<file path="config.mk">
export PLATFORM = sky130hd
export DESIGN_NAME = rstc_top
export DESIGN_NICKNAME = d
export VERILOG_FILES = /design/src/rtl/rstc_pkg.sv /design/src/rtl/rstc_line.sv /design/src/rtl/rstc_regif.sv /design/src/rtl/rstc_top.sv
export SDC_FILE = /design/constraint.sdc
export NUM_CORES = 1
export LEC_CHECK = 0
export BUFFER_PORTS_ARGS = -buffer_cell sky130_fd_sc_hd__buf_2
export CAP_MARGIN = 20
export CORE_MARGIN = 4
export CORE_UTILIZATION = 54
export CTS_CLUSTER_DIAMETER = 120
export DETAILED_ROUTE_END_ITERATION = 7
export GPL_TIMING_DRIVEN = 0
export PLACE_DENSITY_LB_ADDON = 0.3
export SLEW_MARGIN = 20
export SYNTH_ARGS = -nofsm -noshare
export SYNTH_HDL_FRONTEND = slang
export SYNTH_SLANG_ARGS = --single-unit
</file>
<file path="constraint.sdc">
create_clock -name clk -period 1.8 [get_ports clk]
set_input_delay 0.36 -clock clk [delete_from_list [all_inputs] [get_ports clk]]
set_output_delay 0.36 -clock clk [all_outputs]
set_load 0.01 [all_outputs]
</file>
<file path="src/rtl/rstc_pkg.sv">
package rstc_pkg;

    localparam int unsigned WORD_W = 32;

    typedef logic [WORD_W-1:0] word_t;

    // Register targeted by a bus access.
    typedef enum logic [1:0] {
        TGT_NONE,
        TGT_REQUEST,
        TGT_STATUS
    } tgt_e;

    // Mask with the lowest n bits set.
    function automatic word_t low_ones(input int unsigned n);
        word_t m;
        m = '0;
        for (int unsigned i = 0; i < WORD_W; i++) begin
            if (i < n) m[i] = 1'b1;
        end
        return m;
    endfunction

endpackage

</file>
<file path="src/rtl/rstc_line.sv">
module rstc_line #(
    parameter int unsigned SETTLE_CYCLES = 4
) (
    input  logic clk,
    input  logic rst_n,
    input  logic req_i,
    output logic stat_o
);

    localparam int unsigned CNT_W = (SETTLE_CYCLES < 2) ? 1 : $clog2(SETTLE_CYCLES);
    localparam logic [CNT_W-1:0] LAST = CNT_W'(SETTLE_CYCLES - 1);

    typedef struct packed {
        logic [CNT_W-1:0] cnt;
        logic             stat;
    } trk_t;

    trk_t trk_d, trk_q;

    always_comb begin
        trk_d = trk_q;
        if (req_i == trk_q.stat) begin
            // Settled, or the request went back: drop any partial count.
            trk_d.cnt = '0;
        end else if (trk_q.cnt == LAST) begin
            trk_d.stat = req_i;
            trk_d.cnt  = '0;
        end else begin
            trk_d.cnt = trk_q.cnt + 1'b1;
        end
    end

    always_ff @(posedge clk or negedge rst_n) begin
        if (!rst_n) trk_q <= '0;
        else        trk_q <= trk_d;
    end

    assign stat_o = trk_q.stat;

    // status only moves on the edge that ends a full count.
    a_r4_move_at_end: assert property (@(posedge clk) disable iff (!rst_n)
        !$stable(trk_q.stat) |-> ($past(trk_q.cnt) == LAST));

    // a request equal to the status keeps the status unchanged.
    a_r5_hold_when_equal: assert property (@(posedge clk) disable iff (!rst_n)
        (req_i == trk_q.stat) |=> $stable(trk_q.stat));

    // a change of status always takes the request value.
    a_r4_takes_request: assert property (@(posedge clk) disable iff (!rst_n)
        !$stable(trk_q.stat) |-> (trk_q.stat == $past(req_i)));

endmodule

</file>
<file path="src/rtl/rstc_regif.sv">
module rstc_regif
    import rstc_pkg::*;
#(
    parameter int unsigned ADDR_W   = 8,
    parameter word_t       VALID    = 32'h0FFF_FFF8,
    parameter logic [ADDR_W-1:0] REQ_OFF  = 'h0,
    parameter logic [ADDR_W-1:0] STAT_OFF = 'h4
) (
    input  logic              clk,
    input  logic              rst_n,
    input  logic              bus_sel,
    input  logic              bus_write,
    input  logic [ADDR_W-1:0] bus_addr,
    input  word_t             bus_wdata,
    input  word_t             stat_i,
    output word_t             req_o,
    output word_t             bus_rdata
);

    typedef struct packed {
        word_t req;
    } regs_t;

    regs_t regs_d, regs_q;
    tgt_e  tgt;

    always_comb begin
        if (!bus_sel)                  tgt = TGT_NONE;
        else if (bus_addr == REQ_OFF)  tgt = TGT_REQUEST;
        else if (bus_addr == STAT_OFF) tgt = TGT_STATUS;
        else                           tgt = TGT_NONE;
    end

    always_comb begin
        regs_d = regs_q;
        if (bus_write && tgt == TGT_REQUEST) begin
            regs_d.req = bus_wdata & VALID;
        end
    end

    always_ff @(posedge clk or negedge rst_n) begin
        if (!rst_n) regs_q <= '0;
        else        regs_q <= regs_d;
    end

    always_comb begin
        bus_rdata = '0;
        if (!bus_write) begin
            unique case (tgt)
                TGT_REQUEST: bus_rdata = regs_q.req;
                TGT_STATUS:  bus_rdata = stat_i & VALID;
                default:     bus_rdata = '0;
            endcase
        end
    end

    assign req_o = regs_q.req;

    // a request write lands in the register on the next edge.
    a_r2_write_lands: assert property (@(posedge clk) disable iff (!rst_n)
        (bus_sel && bus_write && bus_addr == REQ_OFF) |=>
            (regs_q.req == ($past(bus_wdata) & VALID)));

    // bits outside the mask are never set.
    a_r6_no_ghost_bits: assert property (@(posedge clk) disable iff (!rst_n)
        (regs_q.req & ~VALID) == '0);

    // writes elsewhere leave the request untouched.
    a_r7_other_write_ignored: assert property (@(posedge clk) disable iff (!rst_n)
        (bus_sel && bus_write && bus_addr != REQ_OFF) |=> $stable(regs_q.req));

endmodule

</file>
<file path="src/rtl/rstc_top.sv">
module rstc_top
    import rstc_pkg::*;
#(
    parameter int unsigned NUM_LINES     = 32,
    parameter word_t       VALID_MASK    = 32'h0FFF_FFF8,
    parameter int unsigned SETTLE_CYCLES = 4,
    parameter int unsigned ADDR_W        = 8
) (
    input  logic                 clk,
    input  logic                 rst_n,
    input  logic                 bus_sel,
    input  logic                 bus_write,
    input  logic [ADDR_W-1:0]    bus_addr,
    input  logic [31:0]          bus_wdata,
    output logic [31:0]          bus_rdata,
    output logic [NUM_LINES-1:0] line_rst_n
);

    localparam word_t EFF_MASK = VALID_MASK & low_ones(NUM_LINES);
    localparam logic [ADDR_W-1:0] REQ_OFF  = ADDR_W'(0);
    localparam logic [ADDR_W-1:0] STAT_OFF = ADDR_W'(4);

    word_t req_w;
    word_t stat_w;

    rstc_regif #(
        .ADDR_W   (ADDR_W),
        .VALID    (EFF_MASK),
        .REQ_OFF  (REQ_OFF),
        .STAT_OFF (STAT_OFF)
    ) i_regif (
        .clk       (clk),
        .rst_n     (rst_n),
        .bus_sel   (bus_sel),
        .bus_write (bus_write),
        .bus_addr  (bus_addr),
        .bus_wdata (bus_wdata),
        .stat_i    (stat_w),
        .req_o     (req_w),
        .bus_rdata (bus_rdata)
    );

    for (genvar g = 0; g < WORD_W; g++) begin : g_line
        if (EFF_MASK[g]) begin : g_live
            rstc_line #(
                .SETTLE_CYCLES (SETTLE_CYCLES)
            ) i_line (
                .clk    (clk),
                .rst_n  (rst_n),
                .req_i  (req_w[g]),
                .stat_o (stat_w[g])
            );
        end else begin : g_absent
            assign stat_w[g] = 1'b0;
        end
    end

    assign line_rst_n = req_w[NUM_LINES-1:0];

    // line outputs move only after a request write.
    a_r7_outputs_quiet: assert property (@(posedge clk) disable iff (!rst_n)
        !(bus_sel && bus_write && bus_addr == REQ_OFF) |=> $stable(line_rst_n));

    // reads at unused offsets return zero.
    a_r3_unused_reads_zero: assert property (@(posedge clk) disable iff (!rst_n)
        (bus_sel && !bus_write && bus_addr != REQ_OFF && bus_addr != STAT_OFF)
            |-> (bus_rdata == '0));

endmodule

</file>
==> flow_summary.json, run 1 <==
{
  "initial_core_util": 0.562,
  "numCtsBuffers": 9,
  "worst-setup-path-type": "primary input to output pin",
  "hold_ws_ns": 0.208,
  "dp.cells": 555,
  "ys_seq_area_frac": 0.537,
  "power.switching_uw": 924,
  "outcome": "complete, but fails checks",
  "startpoint_type": "primary input",
  "wl_per_cell_um": 14.5,
  "yosys-top-cells-area": "dfrtp_1 54%, mux2_2 7.2%, ha_1 6.7%",
  "crit_path_max_incr_delay_ns": 0.28,
  "finalWirelength_um": 8380,
  "clock_latency_ns": 0.36,
  "cp.required_ns": 1.44,
  "num_vias": 2828,
  "ios": 108,
  "sequentialPowerShare": 0.540,
  "drt_iter0_markers": 36,
  "die_area_sq_um": 10200,
  "peakVddDrop_mv": 0.452,
  "clockBufferDepth": 2,
  "wl_met2_um": 4130,
  "hp-class": "primary input to flip-flop",
  "fin_crit_ns": 1.81,
  "top_layer": "met4",
  "rsz0062_at_grt": "true",
  "nNetsFinal": 537,
  "final_cell_mix": "100 x dfrtp_1, 71 x buf_2, 43 x buf_4",
  "cp_num_cells": 7,
  "dp_worst_setup_slack_ns": -0.440,
  "crit_path_cell_trace": "buf_2 -> nor4b_4 -> nand3b_1 -> buf_6 -> clkbuf_16 -> nor2_4 -> buf_6",
  "track_usage": 0.179,
  "synth_top_cell_by_area": "dfrtp_1",
  "cp_num_buf_inv": 4,
  "r2r_start": "g_line[24].g_live.i_line.trk_q[1]",
  "wl_met3_um": 482,
  "ff2ff_path_depth": 2,
  "skew_ns": 0.0159,
  "overflow": 0,
  "p_per_area_nw_per_um2": 726,
  "area_growth_pct": 26.1,
  "final_cell_area_sq_um": 5880,
  "fin_cells": 578,
  "cts-htree-levels": 3,
  "grt_max_degree": 62,
  "drtAntennaViolNets": 0,
  "final_max_slew_viol_count": 0,
  "drtPass1Iterations": 4,
  "synth_cell_types": 21,
  "drv_cap": 0,
  "layout_commonest_cell": "dfrtp_1",
  "worst-r2r-setup-slack_ns": 0.79,
  "p_comb_frac": 0.063,
  "arrival_ns": 1.45,
  "finalWeightedCongestion": 0.683,
  "leakage_nw": 3.26,
  "grt_pass1_wl_um": 14200,
  "ys_warn_count": 0,
  "end_kind": "output pin",
  "clkSlewWorstSetupHoldPaths_ns": 0.10,
  "synth_cells": 351,
  "met1_length_um": 3610,
  "dieWidth_um": 101,
  "viasPerCell": 4.89,
  "utilization": 0.708,
  "setup_tns_ns": -0.00954,
  "finalSetupViolations": 1,
  "fin_crit_sh": 1.01,
  "hp-start": "bus_wdata[23]",
  "cts_sinks": 100,
  "cts-root-buf": "clkbuf_8",
  "syn_area_sq_um": 4660,
  "die_h_um": 101,
  "reg2reg_to": "g_line[24].g_live.i_line.stat_o",
  "fillers": 589,
  "antenna_found_initial": 0,
  "rows": 33,
  "drive_above_1_share": 0.440,
  "cpLargestDelayFamily": "buffers and inverters",
  "remaining_drc_errors": 0,
  "syn_avg_cell_area_sq_um": 13.3,
  "cp-startpoint": "bus_addr[0]",
  "seq_area_sq_um": 2500,
  "dp_hpwl_um": 5770,
  "crit_slowest_cell": "nor4b_4",
  "endpoint": "bus_rdata[19]",
  "power_mw": 4.27,
  "hold_viol_final": 0,
  "io_buffers": 85,
  "max_freq_mhz": 553,
  "synth_top_area_share": 0.537,
  "core_region_area_sq_um": 8300,
  "violations": "setup timing",
  "grt_pass1_vias": 2990,
  "synth.ff_latch_count": 100,
  "num_antenna_cells": 0,
  "worstPathMaxFanout": 6,
  "swShare": 0.216,
  "multi_input_area_sq_um": 2000,
  "placed_area_sq_um": 5300,
  "cpMostUsedCell": "buf_6",
  "cts_tree": "done",
  "clkPwrFrac": 0.397,
  "cellInternalPower_mw": 3.34,
  "setup_slack_ns": -0.00954
}
==> flip-flops by register name, summed over array words and instances (netlist names) <==
signal,count
g_line.g_live.i_line.trk_q,50
g_line.g_live.i_line.stat_o,25
i_regif.req_o,25
==> synthesized netlist by cell type, drive strengths merged <==
| cell type | n |
|---|---|
| and2 | 9 |
| buf | 44 |
| clkbuf | 2 |
| conb | 1 |
| dfrtp | 100 |
| ha | 25 |
| mux2 | 50 |
| mux2i | 25 |
| nand3b | 1 |
| nand4b | 1 |
| nor2 | 25 |
| nor2b | 16 |
| nor3 | 16 |
| nor3b | 9 |
| nor4 | 1 |
| nor4b | 1 |
| xnor2 | 16 |
| xor2 | 9 |
==> repair_timing <==
action	in CTS	in global routing
hold buffers	1	0
cloned	2	0
setup endpoints to repair	25	24
setup buffers	4	0
pin swaps	12	7
gates resized for setup	45	20
endpoints found under the hold margin	39	0
==> power by group through the flow <==
stage / sequential (mW) / clock (mW) / combinational [mW]
2_1_floorplan: 2.34 / 0 / 0.137
3_3_place_gp: 2.35 / 0 / 0.245
3_5_place_dp: 2.35 / 0 / 0.261
4_1_cts: 2.31 / 1.73 / 0.271
5_1_grt: 2.31 / 1.84 / 0.303
6_report: 2.31 / 1.69 / 0.270
==> how the worst min path moves through the flow <==
stage	to	slack (ns)	cells past startpoint
final	i_regif.req_o[23]	0.21	2
after global routing	i_regif.req_o[3]	0.19	2
after CTS	i_regif.req_o[5]	0.19	2
after detailed placement	i_regif.req_o[15]	0.30	1
after global placement	g_line[11].g_live.i_line.trk_q[1]	0.42	1
after floorplan	g_line[10].g_live.i_line.stat_o	0.06	0
==> cell type report <==
type                            count  share of cell area
Tap cell                          105              0.0223
Clock inverter                      5              0.0183
Clock buffer                       11              0.0223
Buffer                             46              0.0656
Timing Repair Buffer               93               0.106
Sequential cell                   100               0.426
Multi-Input combinational cell    218               0.340
==> cells by family (layout without fill, tap and decap cells) <==
group,count (synthesis),count (layout),share of synthesized area
xor gates and xnor gates,25,25,0.0470
adders and majority gates,25,25,0.0671
buffers and inverters,46,155,0.0724
DFF,100,100,0.537
muxes,75,75,0.174
other,1,14,0.000804
and+or+nand+nor,79,79,0.102
==> metal layers <==
metal | global-route usage | vias up
met5 | 0 | -
met4 | 0.0726 | 0
met3 | 0.0304 | 13
met2 | 0.297 | 77
met1 | 0.234 | 1363
li1 | - | 1375
Note: power is estimated with default switching activity, not from simulation.
==> inputs of run 2 (changes only) <==
Settings changed: PLACE_DENSITY from default to 0.77, PLACE_DENSITY_LB_ADDON 0.3 to default.
==> run 2 against run 1 <==
Against the previous run:
- the run still ends with setup timing left
- fmax grew 0.46%
- register-to-register slack barely moved
- count of clock-buffer cells in the layout shrank 1
- global-route usage decreased by 0.36 points
- setup slack better by 0.0083 ns
==> flow_summary.json, run 2 (same netlist as run 1, synthesis figures left out) <==
{
  "outcome": "complete, but fails checks",
  "violations": "setup timing",
  "p_per_area_nw_per_um2": 658,
  "remaining_drc_errors": 0,
  "cp.required_ns": 1.44,
  "dp_hpwl_um": 5750,
  "area_growth_pct": 26.0,
  "dieWidth_um": 101,
  "worst-r2r-setup-slack_ns": 0.79,
  "dp_worst_setup_slack_ns": -0.548,
  "rsz0062_at_grt": "true",
  "multi_input_area_sq_um": 2010,
  "fin_crit_sh": 1.00,
  "layout_commonest_cell": "dfrtp_1",
  "overflow": 0,
  "drtAntennaViolNets": 0,
  "peakVddDrop_mv": 0.462,
  "max_freq_mhz": 555,
  "cts_sinks": 100,
  "worstPathMaxFanout": 6,
  "numCtsBuffers": 9,
  "cts-root-buf": "clkbuf_8",
  "cpMostUsedCell": "buf_6",
  "setup_tns_ns": -0.00134,
  "cp_num_buf_inv": 4,
  "drv_cap": 0,
  "final_cell_mix": "100 x dfrtp_1, 66 x buf_2, 45 x buf_4",
  "finalWeightedCongestion": 0.720,
  "crit_slowest_cell": "nor4_4",
  "num_antenna_cells": 0,
  "drt_iter0_markers": 82,
  "hold_depth": 2,
  "utilization": 0.708,
  "leakage_nw": 3.24,
  "clockBufferDepth": 2,
  "end_kind": "output pin",
  "die_area_sq_um": 10200,
  "hold_viol_final": 0,
  "setup_slack_ns": -0.00121,
  "final_max_slew_viol_count": 0,
  "cts-htree-levels": 3,
  "crit_path_max_incr_delay_ns": 0.30,
  "skew_ns": 0.00821,
  "seq_area_sq_um": 2500,
  "viasPerCell": 5.01,
  "clkSlewWorstSetupHoldPaths_ns": 0.10,
  "hp-start": "bus_wdata[14]",
  "startpoint_type": "primary input",
  "finalWirelength_um": 8400,
  "die_h_um": 101,
  "antenna_found_initial": 0,
  "fin_cells": 580,
  "finalSetupViolations": 2,
  "dp.cells": 555,
  "cts_tree": "done",
  "hold_path_end": "i_regif.req_o[14]",
  "largest-register": "g_line.g_live.i_line.trk_q",
  "io_buffers": 85,
  "crit_path_cell_trace": "buf_6 -> nor4_4 -> nand3b_1 -> buf_6 -> buf_8 -> nor2_4 -> buf_6",
  "ios": 108,
  "worst-setup-path-type": "primary input to output pin",
  "drtPass1Iterations": 3,
  "initial_core_util": 0.562,
  "ff2ff_path_depth": 2,
  "wl_per_cell_um": 14.5,
  "grt_pass1_vias": 3060,
  "fillers": 592,
  "hp-class": "primary input to flip-flop",
  "clock_latency_ns": 0.35,
  "cpLargestDelayFamily": "simple AND/OR/NAND/NOR gates",
  "arrival_ns": 1.44,
  "largest_reg_flops": 50,
  "hold_ws_ns": 0.209,
  "fin_crit_ns": 1.80,
  "rows": 33,
  "num_vias": 2908,
  "drive_above_1_share": 0.442,
  "grt_max_degree": 76,
  "grt_pass1_wl_um": 14000,
  "nNetsFinal": 539,
  "reg2reg_to": "g_line[21].g_live.i_line.stat_o",
  "track_usage": 0.176,
  "core_region_area_sq_um": 8300,
  "r2r_start": "g_line[21].g_live.i_line.trk_q[1]"
}
run 2: worst max-delay path by stage:
stage	from	to	slack (ns)	depth (start not counted)
6_report	bus_addr[4]	bus_rdata[14]	-0.001	7
5_1_grt	bus_addr[4]	bus_rdata[16]	-0.05	7
4_1_cts	bus_addr[0]	bus_rdata[12]	0.007	7
3_5_place_dp	bus_addr[5]	bus_rdata[14]	-0.55	6
3_3_place_gp	rst_n	g_line[24].g_live.i_line.trk_q[2]	-0.61	1
2_1_floorplan	bus_addr[3]	bus_rdata[10]	0.10	4
run 2: through the flow:
step	power (mW)	area, sq um
final	3.86	5870
after global routing	4.06	5870
after CTS	3.91	5720
after detailed placement	2.61	5300
after global placement	2.59	5270
after floorplan	2.48	4710
run 2: cell type report:
cell class / instances / share of cell area
Sequential cell: 100 / 0.426
Multi-Input combinational cell: 218 / 0.342
Clock buffer: 10 / 0.0217
Tap cell: 105 / 0.0224
Clock inverter: 6 / 0.00831
Buffer: 46 / 0.0656
Timing Repair Buffer: 95 / 0.114
run 2: power breakdown:
group	switching (mW)	leakage, nW	internal (mW)
registers	0.0303	1.39	2.27
logic	0.135	1.77	0.139
clock network	0.772	0.0791	0.513
total	0.937	3.24	2.93
run 2: routing by layer:
metal / routed length, um / vias up / GRT usage
li1: - / 1382 / -
met1: 3630 / 1445 / 0.225
met2: 4150 / 75 / 0.293
met3: 513 / 6 / 0.0415
met4: 106 / 0 / 0.0613
met5: 0 / - / 0
run 2: repair_timing:
action	in CTS	in global routing
hold buffers	1	0
cloned	2	0
hold endpoints to repair	25	0
pin swaps	11	12
buffers inserted	5	1
setup endpoints to repair	25	25
resized for setup	37	34
==> inputs of run 3 (changes only) <==
Settings changed: SYNTH_HIERARCHICAL from default to 1.
==> run 3 against run 2 <==
Against the previous run:
- the flow now finishes without violations
- count of clock-buffer cells in the layout grew 1
- sequential power about the same
- sequential cell count is the same
- critical path depth is the same
- worst hold slack improved by 0.015 ns
- highest routed layer unchanged
==> flow_summary.json, run 3 <==
{
  "finalSetupViolations": 0,
  "drtPass1Iterations": 4,
  "arrival_ns": 1.43,
  "drv_cap": 0,
  "cp_num_cells": 7,
  "layout_commonest_cell": "dfrtp_1",
  "initial_core_util": 0.561,
  "hold_viol_final": 0,
  "cp-startpoint": "bus_addr[5]",
  "crit_path_cell_trace": "buf_6 -> nor4b_4 -> nand3b_1 -> buf_6 -> clkbuf_16 -> nor2_4 -> buf_6",
  "hold_depth": 2,
  "track_usage": 0.185,
  "clkSlewWorstSetupHoldPaths_ns": 0.10,
  "startpoint_type": "primary input",
  "final_cell_area_sq_um": 5860,
  "dp.cells": 530,
  "antenna_found_initial": 0,
  "drive_above_1_share": 0.503,
  "r2r_start": "g_line[24].g_live.i_line/trk_q[1]",
  "cpLargestDelayFamily": "simple AND/OR/NAND/NOR gates",
  "fin_cells": 554,
  "overflow": 0,
  "finalWirelength_um": 8830,
  "worst-setup-path-type": "primary input to output pin",
  "nNetsFinal": 513,
  "fin_crit_ns": 1.79,
  "synth_cells": 326,
  "cts_sinks": 100,
  "syn_area_sq_um": 4650,
  "peakVddDrop_mv": 0.404,
  "utilization": 0.706,
  "hp-class": "primary input to flip-flop",
  "worstPathMaxFanout": 5,
  "worst-r2r-setup-slack_ns": 0.73,
  "hold_ws_ns": 0.224,
  "io_buffers": 85,
  "outcome": "complete, no violations",
  "max_freq_mhz": 558,
  "cp.required_ns": 1.44,
  "ios": 108,
  "cts_tree": "done",
  "placed_area_sq_um": 5290,
  "ff2ff_path_depth": 2,
  "die_h_um": 101,
  "end_kind": "output pin",
  "reg2reg_to": "g_line[24].g_live.i_line/stat_o",
  "largest-register": "g_line.g_live.i_line/trk_q",
  "grt_max_degree": 67,
  "power_mw": 4.04,
  "remaining_drc_errors": 0,
  "fin_crit_sh": 0.996,
  "numCtsBuffers": 9,
  "skew_ns": 0.00873,
  "endpoint": "bus_rdata[19]",
  "cp_num_buf_inv": 4,
  "largest_reg_flops": 50,
  "dieWidth_um": 101,
  "final_cell_mix": "100 x dfrtp_1, 67 x buf_2, 30 x mux2_2",
  "clock_latency_ns": 0.36,
  "num_antenna_cells": 0,
  "viasPerCell": 5.05,
  "ys_warn_count": 6,
  "cpMostUsedCell": "buf_6",
  "cts-root-buf": "clkbuf_8",
  "rows": 33,
  "grt_pass1_wl_um": 14600,
  "wl_per_cell_um": 15.9,
  "dp_hpwl_um": 6000,
  "core_region_area_sq_um": 8300,
  "drt_iter0_markers": 79,
  "drtAntennaViolNets": 0,
  "die_area_sq_um": 10200,
  "final_max_slew_viol_count": 0,
  "syn_avg_cell_area_sq_um": 14.3,
  "grt_pass1_vias": 2960,
  "leakage_nw": 3.19,
  "num_vias": 2799,
  "crit_path_max_incr_delay_ns": 0.30,
  "rsz0062_at_grt": "true",
  "crit_slowest_cell": "nor4b_4",
  "finalWeightedCongestion": 0.718,
  "cts-htree-levels": 3,
  "p_per_area_nw_per_um2": 689,
  "area_growth_pct": 26.0,
  "clockBufferDepth": 2
}
-- run 3: final cells by class --
cell class / count / area (sq um)
Sequential cell: 100 / 2500
Clock inverter: 5 / 61.3
Fill cell: 613 / 2440
Tap cell: 105 / 131
Buffer: 21 / 200
Clock buffer: 11 / 141
Multi-Input combinational cell: 218 / 2170
Timing Repair Buffer: 94 / 653
-- run 3: worst min path at each step --
stage,slack (ns),endpoint,startpoint
CTS,0.21,i_regif/req_o[15],bus_wdata[15]
global route,0.20,i_regif/req_o[15],bus_wdata[15]
global placement,0.43,g_line[18].g_live.i_line/trk_q[1],g_line[18].g_live.i_line/trk_q[1]
floorplan,0.06,g_line[10].g_live.i_line/stat_o,rst_n
finish,0.22,i_regif/req_o[15],bus_wdata[15]
detailed placement,0.27,g_line[11].g_live.i_line/trk_q[2],rst_n
-- run 3: power breakdown --
group,total [mW],internal [mW],switching (mW),leakage (nW)
registers,2.31,2.27,0.0334,1.39
clock network,1.46,0.684,0.772,0.0918
logic,0.274,0.135,0.139,1.71
-- run 3: worst register-to-register path: stages (launching register included) --
cell and delay, ns:
dfrtp_1 0.40, ha_1 0.22, mux2_2 0.34
-- run 3: routing by layer --
metal / wire, um / GRT usage / vias up / share of wire
met3: 376 / 0.0360 / 15 / 0.043
met2: 4610 / 0.303 / 59 / 0.52
met4: 150 / 0.0684 / 0 / 0.017
li1: - / - / 1326 / -
met5: 0 / 0 / - / 0
met1: 3700 / 0.244 / 1399 / 0.42
-- run 3: timing repair --
action | CTS | global route
endpoints found under the setup margin | 25 | 25
setup buffers | 4 | 1
hold endpoints to repair | 34 | 0
gates resized for setup | 25 | 46
hold buffers | 1 | 0
cloned | 1 | 1
pin swaps | 6 | 13
-- run 3: through the flow --
stage / setup slack (ns) / TNS, ns
after floorplan: 0.103 / 0
after global placement: -0.641 / -72.45
after detailed placement: -0.514 / -9.50
after CTS: -0.0163 / -0.104
after global routing: -0.0576 / -0.682
final: 0.00675 / 0
